### src/rtl/bgr_pkg.sv
// Shared types for the burst gating and resync controller.
package bgr_pkg;
    // Burst-mode phase: waiting in a gap, settling, counting, or refused burst.
    typedef enum logic [1:0] {
        PH_GAP   = 2'd0,
        PH_SYNC  = 2'd1,
        PH_COUNT = 2'd2,
        PH_REJ   = 2'd3
    } phase_t;
endpackage

### src/rtl/bgr_block_quant.sv
// Block quantizer: tracks position of valid bits inside BLOCK_BITS-bit
// blocks and latches the gate level at each block's first bit.
// Assumes BLOCK_BITS is a power of two of at least 2.
module bgr_block_quant #(
    parameter int BLOCK_BITS = 512
) (
    input  logic clk,
    input  logic rst_n,
    input  logic gate,
    input  logic bit_valid,
    output logic gate_eff
);
    localparam int POS_W = $clog2(BLOCK_BITS);
    localparam logic [POS_W-1:0] LAST = POS_W'(BLOCK_BITS - 1);

    logic [POS_W-1:0] pos_q;
    logic             blk_gate_q;

    // Gate applied to the current bit: live at block start, latched otherwise.
    always_comb gate_eff = (pos_q == '0) ? gate : blk_gate_q;

    // Advance block position and capture the gate at each block boundary.
    always_ff @(posedge clk) begin
        if (!rst_n) begin
            pos_q      <= '0;
            blk_gate_q <= 1'b0;
        end else if (bit_valid) begin
            pos_q <= (pos_q == LAST) ? '0 : pos_q + POS_W'(1);
            if (pos_q == '0) blk_gate_q <= gate;
        end
    end
endmodule

### src/rtl/bgr_burst_fsm.sv
// Burst phase machine: checks gate timing at each burst start, runs the
// settling window, and flags burst end with commit or short-burst status.
// Assumes all limits are at least 1 and mode inputs change only in reset.
module bgr_burst_fsm
    import bgr_pkg::*;
#(
    parameter int BLOCK_BITS       = 512,
    parameter int PRBS_SYNC_BLOCKS = 3,
    parameter int MEM_SYNC_BLOCKS  = 30,
    parameter int BACKLASH_BITS    = 1536,
    parameter int MIN_BURST_BITS   = 2560,
    parameter int MIN_GATE_CLKS    = 256
) (
    input  logic clk,
    input  logic rst_n,
    input  logic enable,
    input  logic mem_pattern,
    input  logic gate,
    input  logic bit_valid,
    output logic count_now,
    output logic resync_now,
    output logic commit,
    output logic short_end,
    output logic reject_now,
    output logic pend_clr
);
    localparam int PRBS_BITS = PRBS_SYNC_BLOCKS * BLOCK_BITS;
    localparam int MEM_BITS  = MEM_SYNC_BLOCKS * BLOCK_BITS;
    localparam int SYNC_MAX  = (PRBS_BITS > MEM_BITS) ? PRBS_BITS : MEM_BITS;
    localparam int SYNC_W    = $clog2(SYNC_MAX + 1);
    localparam int HI_W      = $clog2(MIN_GATE_CLKS + 1);
    localparam int GAP_W     = $clog2(BACKLASH_BITS + 1);
    localparam int BB_W      = $clog2(MIN_BURST_BITS + 1);
    localparam logic [SYNC_W-1:0] PRBS_LEN = SYNC_W'(PRBS_BITS);
    localparam logic [SYNC_W-1:0] MEM_LEN  = SYNC_W'(MEM_BITS);
    localparam logic [HI_W-1:0]   HI_MAX   = HI_W'(MIN_GATE_CLKS);
    localparam logic [GAP_W-1:0]  GAP_MAX  = GAP_W'(BACKLASH_BITS);
    localparam logic [BB_W-1:0]   BB_MAX   = BB_W'(MIN_BURST_BITS);

    phase_t            phase_q, ph_eff;
    logic [HI_W-1:0]   hi_q;
    logic [GAP_W-1:0]  gapb_q;
    logic [BB_W-1:0]   bb_q, bb_eff;
    logic [SYNC_W-1:0] sync_q, sync_eff, sync_len;
    logic              first_q, first_eff;
    logic              start, timing_ok, in_burst, end_now, take;

    // Burst start decision and the phase/counter view used for this bit.
    always_comb begin
        start      = enable && (phase_q == PH_GAP) && !gate;
        timing_ok  = (hi_q == HI_MAX) && (gapb_q == GAP_MAX);
        ph_eff     = start ? (timing_ok ? PH_SYNC : PH_REJ) : phase_q;
        bb_eff     = start ? '0 : bb_q;
        sync_eff   = start ? '0 : sync_q;
        first_eff  = start ? 1'b1 : first_q;
        sync_len   = mem_pattern ? MEM_LEN : PRBS_LEN;
        in_burst   = (ph_eff == PH_SYNC) || (ph_eff == PH_COUNT);
        end_now    = enable && gate && (ph_eff != PH_GAP);
        take       = enable && !gate && bit_valid;
        count_now  = take && (ph_eff == PH_COUNT);
        resync_now = take && (ph_eff == PH_SYNC) && first_eff;
        commit     = end_now && in_burst && (bb_eff == BB_MAX);
        short_end  = end_now && in_burst && (bb_eff != BB_MAX);
        reject_now = start && !timing_ok;
        pend_clr   = end_now || start;
    end

    // Phase, gap timing and burst length bookkeeping.
    always_ff @(posedge clk) begin
        if (!rst_n) begin
            phase_q <= PH_GAP;
            hi_q    <= HI_MAX;
            gapb_q  <= GAP_MAX;
            bb_q    <= '0;
            sync_q  <= '0;
            first_q <= 1'b0;
        end else if (enable) begin
            phase_q <= ph_eff;
            bb_q    <= bb_eff;
            sync_q  <= sync_eff;
            first_q <= first_eff;
            if (gate) begin
                if (ph_eff == PH_GAP) begin
                    if (hi_q != HI_MAX) hi_q <= hi_q + HI_W'(1);
                    if (bit_valid && gapb_q != GAP_MAX) gapb_q <= gapb_q + GAP_W'(1);
                end else begin
                    phase_q <= PH_GAP;
                    hi_q    <= HI_W'(1);
                    gapb_q  <= bit_valid ? GAP_W'(1) : '0;
                end
            end else if (bit_valid && in_burst) begin
                if (bb_eff != BB_MAX) bb_q <= bb_eff + BB_W'(1);
                if (ph_eff == PH_SYNC) begin
                    first_q <= 1'b0;
                    sync_q  <= sync_eff + SYNC_W'(1);
                    if (sync_eff + SYNC_W'(1) == sync_len) phase_q <= PH_COUNT;
                end
            end
        end
    end
endmodule

### src/rtl/bgr_tally.sv
// Error tally: saturating main count, saturating pending burst count with
// commit/discard, and the sticky timing-violation flag. clr wins.
// Assumes inc_direct and commit are never high together.
module bgr_tally #(
    parameter int CNT_W = 32
) (
    input  logic             clk,
    input  logic             rst_n,
    input  logic             clr,
    input  logic             inc_direct,
    input  logic             inc_pend,
    input  logic             commit,
    input  logic             pend_clr,
    input  logic             viol_set,
    output logic [CNT_W-1:0] err_count,
    output logic             timing_viol
);
    localparam logic [CNT_W-1:0] CMAX = '1;

    logic [CNT_W-1:0] cnt_q, pend_q;
    logic [CNT_W:0]   sum;
    logic             viol_q;

    // Width-extended sum used for a saturating commit.
    always_comb sum = {1'b0, cnt_q} + {1'b0, pend_q};

    // Count, pending and flag updates.
    always_ff @(posedge clk) begin
        if (!rst_n || clr) begin
            cnt_q  <= '0;
            pend_q <= '0;
            viol_q <= 1'b0;
        end else begin
            if (inc_direct && cnt_q != CMAX) cnt_q <= cnt_q + CNT_W'(1);
            if (commit) cnt_q <= sum[CNT_W] ? CMAX : sum[CNT_W-1:0];
            if (pend_clr) pend_q <= '0;
            else if (inc_pend && pend_q != CMAX) pend_q <= pend_q + CNT_W'(1);
            if (viol_set) viol_q <= 1'b1;
        end
    end

    assign err_count   = cnt_q;
    assign timing_viol = viol_q;
endmodule

### src/rtl/bgr_controller.sv
// Top: burst gating and resync controller. Chooses between the block
// quantizer (gated mode) and the burst phase machine (burst mode), feeds
// the tally, and registers the per-bit outputs.
// Assumes one received bit per clock at most and static mode inputs.
module bgr_controller #(
    parameter int BLOCK_BITS       = 512,
    parameter int PRBS_SYNC_BLOCKS = 3,
    parameter int MEM_SYNC_BLOCKS  = 30,
    parameter int BACKLASH_BITS    = 1536,
    parameter int MIN_BURST_BITS   = 2560,
    parameter int MIN_GATE_CLKS    = 256,
    parameter int CNT_W            = 32
) (
    input  logic             clk,
    input  logic             rst_n,
    input  logic             clr,
    input  logic             burst_mode,
    input  logic             mem_pattern,
    input  logic             gate,
    input  logic             bit_valid,
    input  logic             bit_err,
    output logic             count_en,
    output logic             resync,
    output logic [CNT_W-1:0] err_count,
    output logic             timing_viol
);
    logic gate_eff, count_now, resync_now, commit, short_end, reject_now, pend_clr;
    logic gated_take, en_d, cnt_en_q, resync_q;

    bgr_block_quant #(.BLOCK_BITS(BLOCK_BITS)) u_quant (
        .clk(clk), .rst_n(rst_n), .gate(gate), .bit_valid(bit_valid),
        .gate_eff(gate_eff)
    );

    bgr_burst_fsm #(
        .BLOCK_BITS(BLOCK_BITS), .PRBS_SYNC_BLOCKS(PRBS_SYNC_BLOCKS),
        .MEM_SYNC_BLOCKS(MEM_SYNC_BLOCKS), .BACKLASH_BITS(BACKLASH_BITS),
        .MIN_BURST_BITS(MIN_BURST_BITS), .MIN_GATE_CLKS(MIN_GATE_CLKS)
    ) u_fsm (
        .clk(clk), .rst_n(rst_n), .enable(burst_mode), .mem_pattern(mem_pattern),
        .gate(gate), .bit_valid(bit_valid), .count_now(count_now),
        .resync_now(resync_now), .commit(commit), .short_end(short_end),
        .reject_now(reject_now), .pend_clr(pend_clr)
    );

    // Per-mode counting decision for the present bit.
    always_comb begin
        gated_take = !burst_mode && bit_valid && !gate_eff;
        en_d       = burst_mode ? count_now : gated_take;
    end

    bgr_tally #(.CNT_W(CNT_W)) u_tally (
        .clk(clk), .rst_n(rst_n), .clr(clr),
        .inc_direct(gated_take && bit_err), .inc_pend(count_now && bit_err),
        .commit(commit), .pend_clr(pend_clr), .viol_set(reject_now || short_end),
        .err_count(err_count), .timing_viol(timing_viol)
    );

    // Register the per-bit count enable and resync request.
    always_ff @(posedge clk) begin
        if (!rst_n) begin
            cnt_en_q <= 1'b0;
            resync_q <= 1'b0;
        end else begin
            cnt_en_q <= en_d;
            resync_q <= resync_now;
        end
    end

    assign count_en = cnt_en_q;
    assign resync   = resync_q;
endmodule

### config.mk
export PLATFORM = sky130hd
export DESIGN_NAME = bgr_controller
export DESIGN_NICKNAME = d
export VERILOG_FILES = /design/src/rtl/bgr_pkg.sv /design/src/rtl/bgr_block_quant.sv /design/src/rtl/bgr_burst_fsm.sv /design/src/rtl/bgr_tally.sv /design/src/rtl/bgr_controller.sv
export SDC_FILE = /design/constraint.sdc
export NUM_CORES = 1
export LEC_CHECK = 0
export BUFFER_PORTS_ARGS = -buffer_cell sky130_fd_sc_hd__buf_2
export CORE_MARGIN = 3
export CORE_UTILIZATION = 60
export DETAILED_ROUTE_END_ITERATION = 8
export GPL_TIMING_DRIVEN = 0
export PLACE_DENSITY = 0.78
export RECOVER_POWER = 25
export SLEW_MARGIN = 25
export SYNTH_ARGS = -nofsm -noshare
export SYNTH_HDL_FRONTEND = slang
export SYNTH_SLANG_ARGS = --single-unit
### constraint.sdc
create_clock -name clk -period 4.35 [get_ports clk]
set_clock_uncertainty 0.2 [all_clocks]
set_input_delay 0.2175 -clock clk [delete_from_list [all_inputs] [get_ports clk]]
set_output_delay 0.2175 -clock clk [all_outputs]
set_load 0.01 [all_outputs]
==> out/qor.csv <==
stage,metric,value,unit
synth,synth_area_per_cell,8.155,um2
route,vias,7388,
grt,grt.overflow.total,0,
final_layout,final_layout_size_suffix_gt1_share,8.263,%
sta,fin_tns_setup,0,ns
clock_network,clock-sinks,126,
route,viasPerCell,5.973,
clock_network,clk_path_buf_depth,2,
clock_network,clock-root-buffer,clkbuf_16,
worst_setup_path,crit_buf_inv,2,
power,total_power,2.560,mW
worst_setup_path,start_kind,register,
clock_network,cts.repair.resized,0,
synth,synth_commonest_cells,"126 x dfxtp_1, 114 x nand2_1, 99 x nor2_1, 64 x xor2_1, 63 x a21oi_1",
grt,grt_antenna_before_repair,0,
floorplan,core-area,12930,um2
synth,ys_ff_latch,126,
placed_design,dp.cells,1204,
synth,yosys.area.top_type_share,31.15,%
placed_design,dpl_cell_area,8508,um2
synth,syn_area,8098,um2
synth,syn_inst,993,
worst_setup_path,cp_top_family,compound AO/OA/AOI/OAI gates,
floorplan,pin_count,43,
synth,synth_fp_nets,1046,
grt,grt_pass1_wl,33.42,mm
placed_design,io_buffers,39,
grt,grtUsageTotal,27.97,%
synth,yosysTopAreaCell,dfxtp_1,
power,p_per_area,284.9,nW/um2
worst_setup_path,arrival,4.12,ns
worst_setup_path,worstPathMaxFanout,10,
sta,max_freq,0.2521,GHz
synth,synth-main-ff-cell,dfxtp_1,
synth,yosysMostFrequentCell,dfxtp_1,
sta,slew_headroom,53.06,%
worst_setup_path,path_class,reg -> reg,
worst_setup_path,rr_startpoint,u_tally.err_count[0],
sta,hold_ws,0.02261,ns
worst_setup_path,worst_path_most_repeated_cell,a21oi_1,
final_layout,area_growth,10.94,%
worst_setup_path,reg2reg_setup_slack,0.38,ns
route,ant_nets,0,
clock_network,numCtsBuffers,17,
route,drt-initial-drc-count,515,
synth,synth_cell_types,83,
worst_setup_path,worstPathCellList,ha_1 > inv_1 > fa_1 > nand2b_1 > a21oi_1 > o21ai_0 > a21oi_1 > o211ai_1 > and4b_1 > nor2_1 > clkbuf_1 > o32ai_1 > a21oi_1,
synth,yosysSeqAreaShare,31.15,%
synth,yosys-top-cells-area,"dfxtp_1 31%, xor2_1 6.9%, ha_1 6.8%",
sta,final-setup-viol-count,0,
worst_setup_path,worst_path_max_delay_cell,clkbuf_1,
floorplan,die_area,14930,um2
clock_network,cts_tree,done,
final_layout,diodes,0,
route,drc,0,
worst_setup_path,r2r-end,u_tally.err_count[14],
final_layout,utilization,69.49,%
hold_path,hold-path-endpoint,u_fsm.phase_q[0],
worst_setup_path,worst_ep_required_time,4.50,ns
synth,synthArstFlopShare,0,%
floorplan,fp.dieH,122.2,um
job,drv_cap,0,
sta,maxSlewViolCount,0,
floorplan,row_count,41,
placed_design,place.detailed.hpwl,14.44,mm
sta,tightest_slew,0.7041,ns
floorplan,start_util,62.64,%
hold_path,hold_depth,3,
power,power.leakage,3.470,nW
hold_path,hold_path.startpoint,gate,
synth,synth_edf_count,0,
clock_network,cts.htree.levels,4,
power,irDropWorstVdd,0.3374,mV
worst_setup_path,reg2reg_depth,13,
route,avgRoutedWirePerCell,16.24,um
synth,ys.warnings.count,0,
clock_network,clk_pin_slew_worst_paths,0.06,ns
sta,grt_setup_unrepaired,no,
sta,period_needed,3.966,ns
status,outcome,finished clean,
floorplan,die_w,122.2,um
clock_network,clk_latency,0.43,ns
route,wl,20.09,mm
final_layout,nets,1105,
worst_setup_path,cp-end-kind,register,
placed_design,post-place-ws,0.4608,ns
grt,grt_pass1_vias,7085,
route,first_pass_iters,4,
worst_setup_path,slowest_delay,0.53,ns
sta,fin_ws,0.3835,ns
hold_path,min_path_type,in -> reg,
final_layout,final_cell_count_no_fill,1237,
sta,finalCritPeriodShare,91.18,%
grt,grt_max_degree,17,
final_layout,finalInstanceArea,8984,um2
sta,timing_hold_violations_final,0,
placed_design,place_congestion,0.9272,
[cells in the final DEF (no fill, tap or decap), types with 5 or more instances in the layout]
cell type	synthesis	routed
a211oi_1	5	5
a21o_1	19	19
a21oi_1	63	63
a221oi_2	5	5
a22oi_1	5	5
a31oi_1	5	5
and2_1	23	23
and3_1	15	15
and4_1	9	9
buf_2	12	16
clkbuf_1	19	54
clkbuf_16	0	17
clkinv_2	0	8
dfxtp_1	126	126
ha_1	44	44
inv_1	24	24
mux2i_1	5	5
nand2_1	114	114
nand2b_1	9	9
nand3_1	51	51
nand4_1	26	26
nor2_1	99	99
nor2b_1	20	20
nor3_1	15	15
nor4_1	7	7
nor4b_1	4	5
o21a_1	5	5
o21ai_0	41	41
o221ai_1	6	6
o22ai_1	5	5
or3_1	11	11
xnor2_1	50	50
xor2_1	64	64
[layout make-up]
type | count | area, um2
Fill cell | 1140 | 3944
Clock inverter | 15 | 98.84
Timing Repair Buffer | 40 | 161.4
Buffer | 35 | 165.2
Clock buffer | 17 | 425.4
Sequential cell | 126 | 2522
Inverter | 24 | 90.09
Multi-Input combinational cell | 808 | 5305
Tap cell | 172 | 215.2
[worst min-delay path, stage by stage]
cell and delay (ns):
buf_2 0.19, nand2b_1 0.13, a21oi_1 0.06
[power by group]
part	switching, mW	leakage [nW]	internal, mW	total, mW
combinational	0.0831	2.19	0.0378	0.121
sequential	0.00693	1.02	1.16	1.17
clock	0.547	0.262	0.721	1.27
total	0.637	3.47	1.92	2.56
[state kept, by name (all words and copies together) (netlist names), 2 cells and up]
name               flops
u_fsm.bb_q            12
u_fsm.phase_q          2
u_quant.pos_q          9
u_fsm.sync_q          14
u_tally.err_count     32
u_tally.pend_q        32
u_fsm.hi_q             9
u_fsm.gapb_q          11
[routing by layer]
layer / share of wire [%] / routed length (um) / track usage (%) / vias up
li1: - / - / - / 3674
met1: 44 / 8793 / 33.67 / 3457
met2: 49 / 9863 / 49.10 / 214
met3: 4.9 / 975 / 5.525 / 43
met4: 2.3 / 453 / 10.78 / 0
met5: 0 / 0 / 0 / -
[logic make-up (layout without fill, tap and decap cells)]
| family | Yosys count | after routing | synth area share, % |
|---|---|---|---|
| xor+xnor | 115 | 115 | 12.53 |
| fa+ha+maj | 45 | 45 | 7.046 |
| simple gates | 433 | 433 | 27.44 |
| compound gates | 210 | 210 | 18.06 |
| buf+inv | 59 | 131 | 3.152 |
| mux | 5 | 5 | 0.6181 |
| flops | 126 | 126 | 31.15 |
[what timing repair did]
item | CTS | global route
buffers inserted | 0 | 0
endpoints found under the hold margin | 1 | 0
hold buffers | 1 | 0
[worst max path at each step]
| stage | start | endpoint | cells after the start |
|---|---|---|---|
| after floorplan | u_tally.err_count[0] | u_tally.err_count[22] | 13 |
| after global placement | u_tally.err_count[0] | u_tally.err_count[14] | 13 |
| after detailed placement | u_tally.err_count[0] | u_tally.err_count[14] | 13 |
| after CTS | u_tally.err_count[0] | u_tally.err_count[12] | 13 |
| after global routing | u_tally.err_count[0] | u_tally.err_count[12] | 13 |
| final | u_tally.err_count[0] | u_tally.err_count[14] | 13 |
Power figures use the tool's default switching activity.
